--- config.mk ---
export PLATFORM = sky130hd
export DESIGN_NAME = tds_sequencer
export DESIGN_NICKNAME = d
export VERILOG_FILES = /design/src/rtl/tds_pkg.sv /design/src/rtl/tds_step_ctrl.sv /design/src/rtl/tds_pattern_gen.sv /design/src/rtl/tds_err_map.sv /design/src/rtl/tds_sequencer.sv
export SDC_FILE = /design/constraint.sdc
export NUM_CORES = 1
export LEC_CHECK = 0
export BUFFER_PORTS_ARGS = -buffer_cell sky130_fd_sc_hd__buf_2
export CAP_MARGIN = 25
export CORE_UTILIZATION = 57
export CTS_CLUSTER_DIAMETER = 40
export DETAILED_ROUTE_END_ITERATION = 16
export GPL_TIMING_DRIVEN = 0
export PLACE_DENSITY = 0.83
export SETUP_SLACK_MARGIN = 0.2
export SKIP_CTS_REPAIR_TIMING = 1
export SYNTH_ARGS = -nofsm -noshare
export SYNTH_HDL_FRONTEND = slang
export SYNTH_HIERARCHICAL = 1
export SYNTH_SLANG_ARGS = --single-unit
--- constraint.sdc ---
create_clock -name clk -period 3.4 [get_ports clk]
set_input_delay 0.17 -clock clk [delete_from_list [all_inputs] [get_ports clk]]
set_output_delay 0.17 -clock clk [all_outputs]
set_load 0.02 [all_outputs]
--- src/rtl/tds_pkg.sv ---
package tds_pkg;
  typedef enum logic [1:0] {
    TST_FIX0 = 2'd0,
    TST_FIX1 = 2'd1,
    TST_TRV0 = 2'd2,
    TST_TRV1 = 2'd3
  } tst_e;

  function automatic logic exp_level(input tst_e t);
    return (t == TST_FIX1) || (t == TST_TRV1);
  endfunction

  function automatic logic is_travel(input tst_e t);
    return (t == TST_TRV0) || (t == TST_TRV1);
  endfunction
endpackage

--- src/rtl/tds_step_ctrl.sv ---
module tds_step_ctrl #(
  parameter int LEVELS = 3
) (
  input  logic              clk,
  input  logic              rst,
  input  logic              accept,
  output logic              run_q,
  output logic              last,
  output logic [LEVELS+1:0] idx_q,
  output logic [LEVELS+1:0] idx_d
);
  localparam int IDX_W = LEVELS + 2;
  localparam logic [IDX_W-1:0] IDX_MAX = {IDX_W{1'b1}};

  logic run_d;

  assign last = (idx_q == IDX_MAX);

  always_comb begin
    idx_d = idx_q;
    run_d = run_q;
    if (accept) begin
      idx_d = '0;
      run_d = 1'b1;
    end else if (run_q) begin
      if (last) run_d = 1'b0;
      else      idx_d = idx_q + IDX_W'(1);
    end
  end

  always_ff @(posedge clk) begin
    if (rst) begin
      run_q <= 1'b0;
      idx_q <= '0;
    end else begin
      run_q <= run_d;
      idx_q <= idx_d;
    end
  end

  // while running, the step index moves by exactly one each cycle
  p_step_advance_r2: assert property (@(posedge clk) disable iff (rst)
    (run_q && !last) |=> (idx_q == $past(idx_q) + IDX_W'(1)));
endmodule

--- src/rtl/tds_pattern_gen.sv ---
module tds_pattern_gen
  import tds_pkg::*;
#(
  parameter int LEVELS = 3
) (
  input  tst_e                   test,
  input  logic [LEVELS-1:0]      sel,
  output logic [(1<<LEVELS)-1:0] spec
);
  localparam int WIDTH = 1 << LEVELS;

  logic pol;
  logic trv;
  assign pol = exp_level(test);
  assign trv = is_travel(test);

  for (genvar j = 0; j < WIDTH; j++) begin : g_bit
    assign spec[j] = pol ^ (trv & (sel != LEVELS'(j)));
  end
endmodule

--- src/rtl/tds_err_map.sv ---
module tds_err_map #(
  parameter int LEVELS = 3
) (
  input  logic                     clk,
  input  logic                     rst,
  input  logic                     clr,
  input  logic                     wr_en,
  input  logic [1:0]               wr_test,
  input  logic [LEVELS-1:0]        wr_idx,
  output logic [4*(1<<LEVELS)-1:0] maps,
  output logic                     any_err
);
  localparam int WIDTH = 1 << LEVELS;

  for (genvar t = 0; t < 4; t++) begin : g_test
    logic [WIDTH-1:0] row;
    always_ff @(posedge clk) begin
      if (rst || clr) row <= '0;
      else if (wr_en && (wr_test == 2'(t))) row[wr_idx] <= 1'b1;
    end
    assign maps[t*WIDTH +: WIDTH] = row;
  end

  assign any_err = |maps;

  // recorded mismatches are never lost without a clear
  p_map_sticky_r5: assert property (@(posedge clk) disable iff (rst)
    !clr |=> ((maps & $past(maps)) == $past(maps)));
endmodule

--- src/rtl/tds_sequencer.sv ---
module tds_sequencer
  import tds_pkg::*;
#(
  parameter int LEVELS = 3
) (
  input  logic                   clk,
  input  logic                   rst,
  input  logic                   start,
  input  logic                   tree_out,
  output logic                   busy,
  output logic                   done,
  output logic                   pass,
  output logic [LEVELS-1:0]      tree_x,
  output logic [(1<<LEVELS)-1:0] tree_spec,
  output logic [(1<<LEVELS)-1:0] err_fix0,
  output logic [(1<<LEVELS)-1:0] err_fix1,
  output logic [(1<<LEVELS)-1:0] err_trv0,
  output logic [(1<<LEVELS)-1:0] err_trv1
);
  localparam int WIDTH = 1 << LEVELS;
  localparam int IDX_W = LEVELS + 2;

  logic             accept;
  logic             run_q;
  logic             last;
  logic [IDX_W-1:0] idx_q;
  logic [IDX_W-1:0] idx_d;
  tst_e             cur_test;
  tst_e             nxt_test;
  logic [WIDTH-1:0] spec_d;

  // compare stage
  logic              cap_valid;
  logic              cap_mis;
  logic              cap_last;
  logic [1:0]        cap_test;
  logic [LEVELS-1:0] cap_x;

  logic [4*WIDTH-1:0] maps;
  logic               any_err;

  assign accept   = start && !busy;
  assign cur_test = tst_e'(idx_q[IDX_W-1:LEVELS]);
  assign nxt_test = tst_e'(idx_d[IDX_W-1:LEVELS]);
  assign tree_x   = idx_q[LEVELS-1:0];

  tds_step_ctrl #(.LEVELS(LEVELS)) u_ctrl (
    .clk    (clk),
    .rst    (rst),
    .accept (accept),
    .run_q  (run_q),
    .last   (last),
    .idx_q  (idx_q),
    .idx_d  (idx_d)
  );

  tds_pattern_gen #(.LEVELS(LEVELS)) u_pat (
    .test (nxt_test),
    .sel  (idx_d[LEVELS-1:0]),
    .spec (spec_d)
  );

  always_ff @(posedge clk) begin
    if (rst) tree_spec <= '0;
    else     tree_spec <= spec_d;
  end

  always_ff @(posedge clk) begin
    if (rst) begin
      cap_valid <= 1'b0;
      cap_mis   <= 1'b0;
      cap_last  <= 1'b0;
      cap_test  <= '0;
      cap_x     <= '0;
    end else begin
      cap_valid <= run_q;
      cap_mis   <= run_q && (tree_out != exp_level(cur_test));
      cap_last  <= run_q && last;
      cap_test  <= cur_test;
      cap_x     <= tree_x;
    end
  end

  tds_err_map #(.LEVELS(LEVELS)) u_map (
    .clk     (clk),
    .rst     (rst),
    .clr     (accept),
    .wr_en   (cap_valid && cap_mis),
    .wr_test (cap_test),
    .wr_idx  (cap_x),
    .maps    (maps),
    .any_err (any_err)
  );

  assign err_fix0 = maps[0*WIDTH +: WIDTH];
  assign err_fix1 = maps[1*WIDTH +: WIDTH];
  assign err_trv0 = maps[2*WIDTH +: WIDTH];
  assign err_trv1 = maps[3*WIDTH +: WIDTH];

  always_ff @(posedge clk) begin
    if (rst) begin
      busy <= 1'b0;
      done <= 1'b0;
      pass <= 1'b0;
    end else if (accept) begin
      busy <= 1'b1;
      done <= 1'b0;
      pass <= 1'b0;
    end else if (cap_valid && cap_last) begin
      busy <= 1'b0;
      done <= 1'b1;
      pass <= !any_err && !cap_mis;
    end
  end

  // busy and done exclude each other
  p_busy_done_excl_r6: assert property (@(posedge clk) disable iff (rst)
    !(busy && done));

  // pass only alongside done
  p_pass_with_done_r7: assert property (@(posedge clk) disable iff (rst)
    pass |-> done);

  // select vector climbs by one inside a test
  p_x_climb_r2: assert property (@(posedge clk) disable iff (rst)
    (run_q && $past(run_q) && tree_x != '0) |-> (tree_x == $past(tree_x) + LEVELS'(1)));

  // travelling-zero holds exactly one zero, at the selected position
  p_trv0_single_r4: assert property (@(posedge clk) disable iff (rst)
    (run_q && cur_test == TST_TRV0) |-> ($countones(~tree_spec) == 1 && !tree_spec[tree_x]));

  // a start while running leaves the sequence busy
  p_start_ignored_r8: assert property (@(posedge clk) disable iff (rst)
    (run_q && start) |=> busy);
endmodule

=== Word level (Yosys, flattened, before mapping) ===
Cells that the tools add are included.

* Bitwise operators: 20
* Reduce and logical (&&, ||, !) cells: 23
* Order comparisons: 2
* Add/subtract/negate cells: 1
* Mux-type cells: 10
* Equal/unequal tests: 17

{| class="wikitable"
|+ Operators by type and width
! kind !! count
|-
| $or A8 B8 Y8 || 4
|-
| $reduce_or A32 Y1 || 1
|-
| $mux W5 || 3
|-
| $ne A3 B3 Y1 const B || 4
|-
| $logic_and A1 B1 Y1 || 11
|-
| $eq A2 B2 Y1 const B || 5
|-
| $and A1 B1 Y1 || 8
|-
| $xor A1 B1 Y1 || 8
|-
| $eq A2 B1 Y1 const B || 3
|-
| $mux W1 || 6
|-
| $ne A3 B2 Y1 const B || 2
|-
| $add A5 B1 Y5 const B || 1
|-
| $eq A5 B5 Y1 const B || 1
|-
| $logic_or A1 B1 Y1 || 4
|-
| $lt A3 B4 Y1 const B || 1
|-
| $demux W1 S3 || 1
|-
| $ge A3 B1 Y1 const B || 1
|-
| $logic_not A1 Y1 || 3
|-
| $ne A3 B1 Y1 const B || 1
|-
| $reduce_bool A3 Y1 || 1
|-
| $logic_not A2 Y1 || 1
|-
| $reduce_bool A2 Y1 || 1
|-
| $reduce_or A2 Y1 || 1
|-
| $ne A1 B1 Y1 || 1
|}

* Flip-flop bits (word level): 57
* Output and inout bits: 46
* Input port bits: 4
* Word-level logic and storage cells: 88

=== Longest topological paths before layout ===
Gate-level depths: netlist of the first run.

* Depth after elaboration: 8
* Depth in mapped cells: 9
* Mapped depth without buffers: 8

=== Hierarchy ===
The synthesis of the first run kept the hierarchy.

{| class="wikitable"
|+ By module, submodules not included
! module !! area each (um^2) !! cells each !! instances
|-
| tds_err_map || 1152.4 || 127 || 1
|-
| tds_sequencer || 576.8 || 46 || 1
|-
| tds_step_ctrl || 302.8 || 35 || 1
|-
| tds_pattern_gen || 250.2 || 31 || 1
|}

=== Worst setup path before layout of the first run ===
Ideal clock, no wire load.

* Path type: register -> register
* From: register u_ctrl.idx_q[0]
* To: register tree_spec[4]
* Arrival: 2076 ps
* Buffers on the path: 1
* Stages on the path, launching flop included: 9
* Setup time: 114 ps
* Path slack: 1210 ps
* Period minus slack after synthesis: 2190 ps
* Cell sequence: dfxtp_1 ha_1 nand4_2 and3_2 nor3_1 nand2b_4 buf_6 o221ai_1 and2b_1

* Word-level cells in the longest chain between the ends: 8

{| class="wikitable"
|+ Ends and longest elaborated chain
! what !! line !! RTL
|-
| from (decl) || tds_step_ctrl.sv:9 || <nowiki>output logic [LEVELS+1:0] idx_q,</nowiki>
|-
| from (signal assigned) || tds_step_ctrl.sv:37 || <nowiki>idx_q <= idx_d;</nowiki>
|-
| $add A5 B1 Y5 or $eq A5 B5 Y1 (tied branches) || tds_step_ctrl.sv:27, tds_step_ctrl.sv:17 ||
|-
| $mux W5 (*) || tds_step_ctrl.sv:26 || <nowiki>if (last) run_d = 1'b0;</nowiki>
|-
| $mux W5 (*) || tds_step_ctrl.sv:25 || <nowiki>end else if (run_q) begin</nowiki>
|-
| $mux W5 (*) || tds_step_ctrl.sv:22 || <nowiki>if (accept) begin</nowiki>
|-
| via idx_d[3] || tds_sequencer.sv:27 || <nowiki>logic [IDX_W-1:0] idx_d;</nowiki>
|-
| $eq A2 B2 Y1, on equally long branches || tds_pkg.sv:14, tds_pkg.sv:10 ||
|-
| $logic_or A1 B1 Y1 || tds_pkg.sv:14 || <nowiki>return (t == TST_TRV0) || (t == TST_TRV1);</nowiki>
|-
| $and A1 B1 Y1 || tds_pattern_gen.sv:18 || <nowiki>assign spec[j] = pol ^ (trv & (sel != LEVELS'(j)));</nowiki>
|-
| $xor A1 B1 Y1 (*) || tds_pattern_gen.sv:18 ||
|-
| via spec_d[4] || tds_sequencer.sv:30 || <nowiki>logic [WIDTH-1:0] spec_d;</nowiki>
|-
| to (signal assigned) || tds_sequencer.sv:65 || <nowiki>else tree_spec <= spec_d;</nowiki>
|-
| to (decl) || tds_sequencer.sv:14 || <nowiki>output logic [(1<<LEVELS)-1:0] tree_spec,</nowiki>
|}

The timed path passes the listed nets; every way through them passes the cells marked *.
A chain may end at the register's enable or synchronous reset.

=== Worst setup path in the final report of the first run ===
Same ends and word-level chain as after synthesis.

==> impl_metrics.ini, run 1 <==
[cts]
cts_buffers = 9
clock_path_buffers = 2
cts_htree_levels = 3
cts_root_buf = clkbuf_8
insertion_delay_ns = 0.33
clk_pin_slew_ns = 0.07
cts_sinks = 57
cts_tree = yes

[global_route]
grt_pass1_wl_mm = 8.36
grt_pass1_vias = 1830
grt_max_degree = 15
track_usage_pct = 26.6
grt_antenna_before_repair = 0
grt_overflow = 0

[synth]
ys_types = 46
synth_top_family_by_area = simple AND/OR/NAND/NOR gates
ys_warn_count = 6
syn_nets = 244
synth_compound_area_share_pct = 15.2
synth-seq-cells = 57
synth_fa_ha_area_share_pct = 0.548
synth_simple_gate_area_share_pct = 29.6
synth_seq_area_share_pct = 50.0
synth-xor-area-share_pct = 0.384
synthCells = 239
syn_area_per_cell_um2 = 9.55
synth.cell_area_mm2 = 0.00228
synth_edf_count = 0
async_reset_ff_share_pct = 0
synth_ff_type = dfxtp_1
synth_mux_area_share_pct = 0

[final_layout]
num_antenna_cells = 0
syn_to_final_growth_pct = 24.5
nNetsFinal = 304
drive_gt1_share_pct = 32.6
post-route-util_pct = 75.9
instances_no_fill = 352
layout_common_cells = dfxtp_1 (57), buf_2 (56), a21oi_1 (38)
final_common_cell = dfxtp_1

[route]
wl_per_cell_um = 14.5
drt-total-wl_mm = 5.12
firstDrtPassIters = 4
first_iter_violations = 268
drc = 0
vias_per_cell = 5.64
ant_nets = 0
via_count = 1985

[place]
port_buffers = 49
hpwl_mm = 3.45
gp_congestion = 0.839
placed_cells = 336

[sta]
slew_violations = 0
setup_tns_ns = 0
tightest_slew_ns = 0.647
fmax_mhz = 421
fin_crit_sh_pct = 69.8
min_period_ns = 2.37
hold_violations = 0
fin_skew_ns = 0.00672
finalSetupViolCount = 0
finalHoldWorstSlack_ns = 0.135
relSlewSlack_pct = 56.5
rsz0062_at_grt = no

[power]
swShare_pct = 20.0
power_leakage_nw = 1.30
p_per_area_mw_per_mm2 = 537
ir_worst_vdd_v = 0.000290
power.share.clock_pct = 52.1
seqPwrFrac_pct = 44.4
intPower_w = 0.00122
switchingPower_w = 0.000305
p_comb_share_pct = 3.5

[setup_path]
cp-start-kind = flip-flop
end_kind = flip-flop
required_ns = 3.63
worstSetupPathType = reg -> reg
crit_fanout = 8
cp.arrival_ns = 2.60

[floorplanning]
rows = 22
ios = 50
core_area_mm2 = 0.00374
die_area_mm2 = 0.00426
die_height_um = 65.3
initial_core_util_pct = 61.0
die_w_um = 65.3

[worst_hold_path]
hp-class = in -> reg

[outcome]
status = complete, no violations

[run]
drv_cap = 0
## worst max-delay path: stages (launching register included)
cell      delay, ns
dfxtp_1        0.41
ha_1           0.24
nand4_2        0.16
and3_2         0.25
nor3_1         0.54
nand2b_4       0.26
buf_6          0.13
o221ai_1       0.12
and2b_1        0.17
## synth_stat cells, drive strengths merged (2+ instances only)
cell	n	area, um2
nand4	3	25.0
a211oi	2	25.0
o221ai	8	82.6
a21oi	38	190
and2	3	18.8
dfxtp	57	1140
or2	3	21.3
and3b	8	73.8
and3	5	35.0
nor4	9	62.6
nor3b	7	72.6
nand2b	5	38.8
inv	2	7.50
clkbuf	3	12.5
nor3	5	30.0
nor2	37	141
nand2	4	15.0
o21ai	2	10.0
buf	11	76.3
a21boi	2	15.0
and2b	2	15.0
nor2b	14	87.6
## worst paths after layout
kind / cells past startpoint / slack, ns / from / endpoint
setup reg to reg: 8 / 1.03 / u_ctrl/idx_q[0]$_SDFF_PP0_ / tree_spec[4]$_SDFF_PP0_
hold reg to reg: 2 / 0.50 / u_map/g_test[2].row[4]$_SDFFE_PP0P_ / u_map/g_test[2].row[4]$_SDFFE_PP0P_
hold / removal: 3 / 0.14 / start / busy$_SDFFE_PP0P_
setup / recovery: 8 / 1.03 / u_ctrl/idx_q[0]$_SDFF_PP0_ / tree_spec[4]$_SDFF_PP0_
## registers in the layout (all words and copies together) (netlist names), 2 cells and up
| name | flops |
|---|---|
| u_map/g_test.row | 32 |
| cap_x | 3 |
| u_ctrl/idx_q | 5 |
| cap_test | 2 |
| tree_spec | 8 |
## power by group through the flow
stage / clock [W] / combinational (W) / sequential [W]
after floorplan: 0 / 0.0000358 / 0.000694
after global placement: 0 / 0.0000507 / 0.000692
after detailed placement: 0 / 0.0000518 / 0.000693
after CTS: 0.000806 / 0.0000524 / 0.000678
after global routing: 0.000835 / 0.0000575 / 0.000678
final: 0.000795 / 0.0000528 / 0.000678
## logic make-up (layout without fill, tap and decap cells)
group,after synthesis,in the layout
AOI/OAI and AO/OA,54,54
xor gates and xnor gates,1,1
adders and majority gates,1,1
buffers and inverters,16,81
DFF,57,57
and+or+nand+nor,110,110
## routing by layer
metal	up-vias	track usage, %	routed length [um]
met5	-	0	0
met4	0	12.2	65
met3	10	9.72	327
met2	85	43.3	2510
met1	920	31.1	2210
li1	970	-	-
## cell type report
| cell class | instances | area (um2) |
|---|---|---|
| clock buffers | 12 | 155 |
| clock inverters | 4 | 98.8 |
| fillers | 286 | 902 |
| repair buffers | 49 | 245 |
| plain buffers | 14 | 88.8 |
| flip-flops and latches | 57 | 1140 |
| multi-input cells | 166 | 1040 |
| well taps | 48 | 60.1 |
| inverters | 2 | 7.51 |
## stage by stage
step / cell area [um2] / setup WS, ns / power, W
final: 2840 / 1.03 / 0.00153
after global routing: 2840 / 0.847 / 0.00157
after CTS: 2840 / 1.03 / 0.00154
after detailed placement: 2590 / 1.04 / 0.000744
after global placement: 2590 / 1.07 / 0.000743
after floorplan: 2280 / 1.21 / 0.000729
(Power assumes the default switching activity.)
==> inputs of run 2 (changes only) <==
- CORE_UTILIZATION: 57 -> 48
- PLACE_DENSITY: 0.83 -> 0.75
- clock period: 3.4 -> 1.9 ns (I/O delays scaled with it)
==> run 2 against run 1 <==
- the run now ends with DRC, setup timing left
- wire length is 8.6% higher
- worst setup slack worse by 1.1 ns
- critical path depth stayed put
- cell count is 4.0% higher
- count of clock-buffer cells in the layout is 1 lower
- power is 89% higher
- via count is 2.5% higher
- sequential share of layout area is 2.9 points lower
- final area is 8.7% higher
- clock skew is 0.0019 ns higher
- critical endpoint is now tree_spec[3]$_SDFF_PP0_
- highest routed layer unchanged
==> impl_metrics.ini, run 2 (same netlist as run 1, synthesis figures left out) <==
[floorplanning]
ios = 50
die_height_um = 71.0
initial_core_util_pct = 51.0
die_w_um = 71.0
rows = 24
die_area_mm2 = 0.00503
core_area_mm2 = 0.00447

[sta]
postLayoutSetupSlackWorst_ns = -0.0248
fin_crit_sh_pct = 101
rsz0062_at_grt = yes
min_period_ns = 1.92
finalSetupViolCount = 6
setup_tns_ns = -0.0827
tightest_slew_ns = 0.532
relSlewSlack_pct = 64.4
fin_skew_ns = 0.00864
fmax_mhz = 520
slew_violations = 0
hold_violations = 0

[route]
vias_per_cell = 5.56
ant_nets = 0
via_count = 2035
drt-total-wl_mm = 5.56
drc = 6
firstDrtPassIters = 12
first_iter_violations = 139
wl_per_cell_um = 15.2

[place]
placed_cells = 340
hpwl_mm = 3.57
port_buffers = 49
gp_congestion = 0.775
place_area_mm2 = 0.00265

[final_layout]
syn_to_final_growth_pct = 35.4
drive_gt1_share_pct = 41.7
nNetsFinal = 314
reg_top3 = u_map/g_test.row: 32 flops, tree_spec: 8 flops, u_ctrl/idx_q: 5 flops
largest_register_ff_count = 32
regMostFlops = u_map/g_test.row
final_common_cell = buf_2
instances_no_fill = 366
finalInstanceArea_mm2 = 0.00309
num_antenna_cells = 0
layout_common_cells = buf_2 (55), dfxtp_1 (53), a21oi_1 (36)
fillCellCount = 349
multi_input_area_mm2 = 0.00116
regArea_mm2 = 0.00115

[power]
p_per_area_mw_per_mm2 = 934
ir_worst_vdd_v = 0.000440
report.power.total_w = 0.00288
power_leakage_nw = 1.39

[cts]
cts_buffers = 9
clk_pin_slew_ns = 0.07
cts_root_buf = clkbuf_8
cts_sinks = 57
insertion_delay_ns = 0.33
clock_path_buffers = 2
cts_htree_levels = 3
cts_tree = yes

[outcome]
status = complete, but fails checks
failed_checks = DRC, setup timing

[global_route]
grt_pass1_vias = 1793
track_usage_pct = 22.4
grt_pass1_wl_mm = 8.49
grt_overflow = 0
grt_max_degree = 15
grt_antenna_before_repair = 0

[setup_path]
critPathSlowestCell = dfxtp_4
end_kind = flip-flop
cp.arrival_ns = 2.20
cp-start-kind = flip-flop
path_buf_inv = 1
required_ns = 2.17
path_cells = ha_4, nand4_4, inv_4, or3_4, a21oi_4, or2b_1, o221ai_2, nor2b_2
path_delay_family = simple AND/OR/NAND/NOR gates
crit_fanout = 5
worstSetupPathType = reg -> reg
slowest_delay_ns = 0.36

[run]
drv_cap = 0

[worst_hold_path]
hp-class = in -> reg
-- run 2: layout make-up --
| class | count | share of cell area [%] |
|---|---|---|
| Multi-Input combinational cell | 166 | 37.6 |
| Sequential cell | 57 | 37.3 |
| Timing Repair Buffer | 59 | 10.5 |
| Clock buffer | 11 | 4.90 |
| Clock inverter | 5 | 4.05 |
| Buffer | 14 | 3.28 |
| Tap cell | 52 | 2.11 |
| Inverter | 2 | 0.324 |
-- run 2: per-layer routing --
layer,wire length (um),track usage [%],vias to the layer above
met3,407,6.55,8
met5,0,0,-
met4,82,11.3,0
met2,2700,34.9,88
li1,-,-,988
met1,2360,28.3,951
-- run 2: worst reg2reg max path, cell delays in order, from the launching register on --
cell and delay (ns):
dfxtp_4 0.36, ha_4 0.17, nand4_4 0.11, inv_4 0.05
or3_4 0.34, a21oi_4 0.20, or2b_1 0.30, o221ai_2 0.19
nor2b_2 0.16
-- run 2: where the power goes --
part / internal (W) / switching [W]
combinational: 0.0000503 / 0.0000709
sequential: 0.00120 / 0.0000118
clock: 0.00107 / 0.000477
-- run 2: path summary, 6_finish.rpt --
kind                                       startpoint                                   to  slack (ns)  cells after the start
setup / recovery           u_ctrl/idx_q[1]$_SDFF_PP0_              tree_spec[3]$_SDFF_PP0_       -0.02                      8
hold / removal                                  start                    busy$_SDFFE_PP0P_        0.07                      3
setup reg to reg           u_ctrl/idx_q[1]$_SDFF_PP0_              tree_spec[3]$_SDFF_PP0_       -0.02                      8
hold reg to reg   u_map/g_test[1].row[0]$_SDFFE_PP0P_  u_map/g_test[1].row[0]$_SDFFE_PP0P_        0.49                      2
-- run 2: per-stage QoR --
| stage | setup slack [ns] | hold slack, ns | utilization (%) |
|---|---|---|---|
| finish | -0.0248 | 0.0656 | 69.0 |
| global route | -0.142 | 0.0612 | 69.0 |
| CTS | -0.0278 | 0.0503 | 65.4 |
| detailed placement | -0.0151 | 0.403 | 59.2 |
| global placement | 0.00858 | 0.393 | 59.2 |
| floorplan | 0.115 | 0.167 | - |
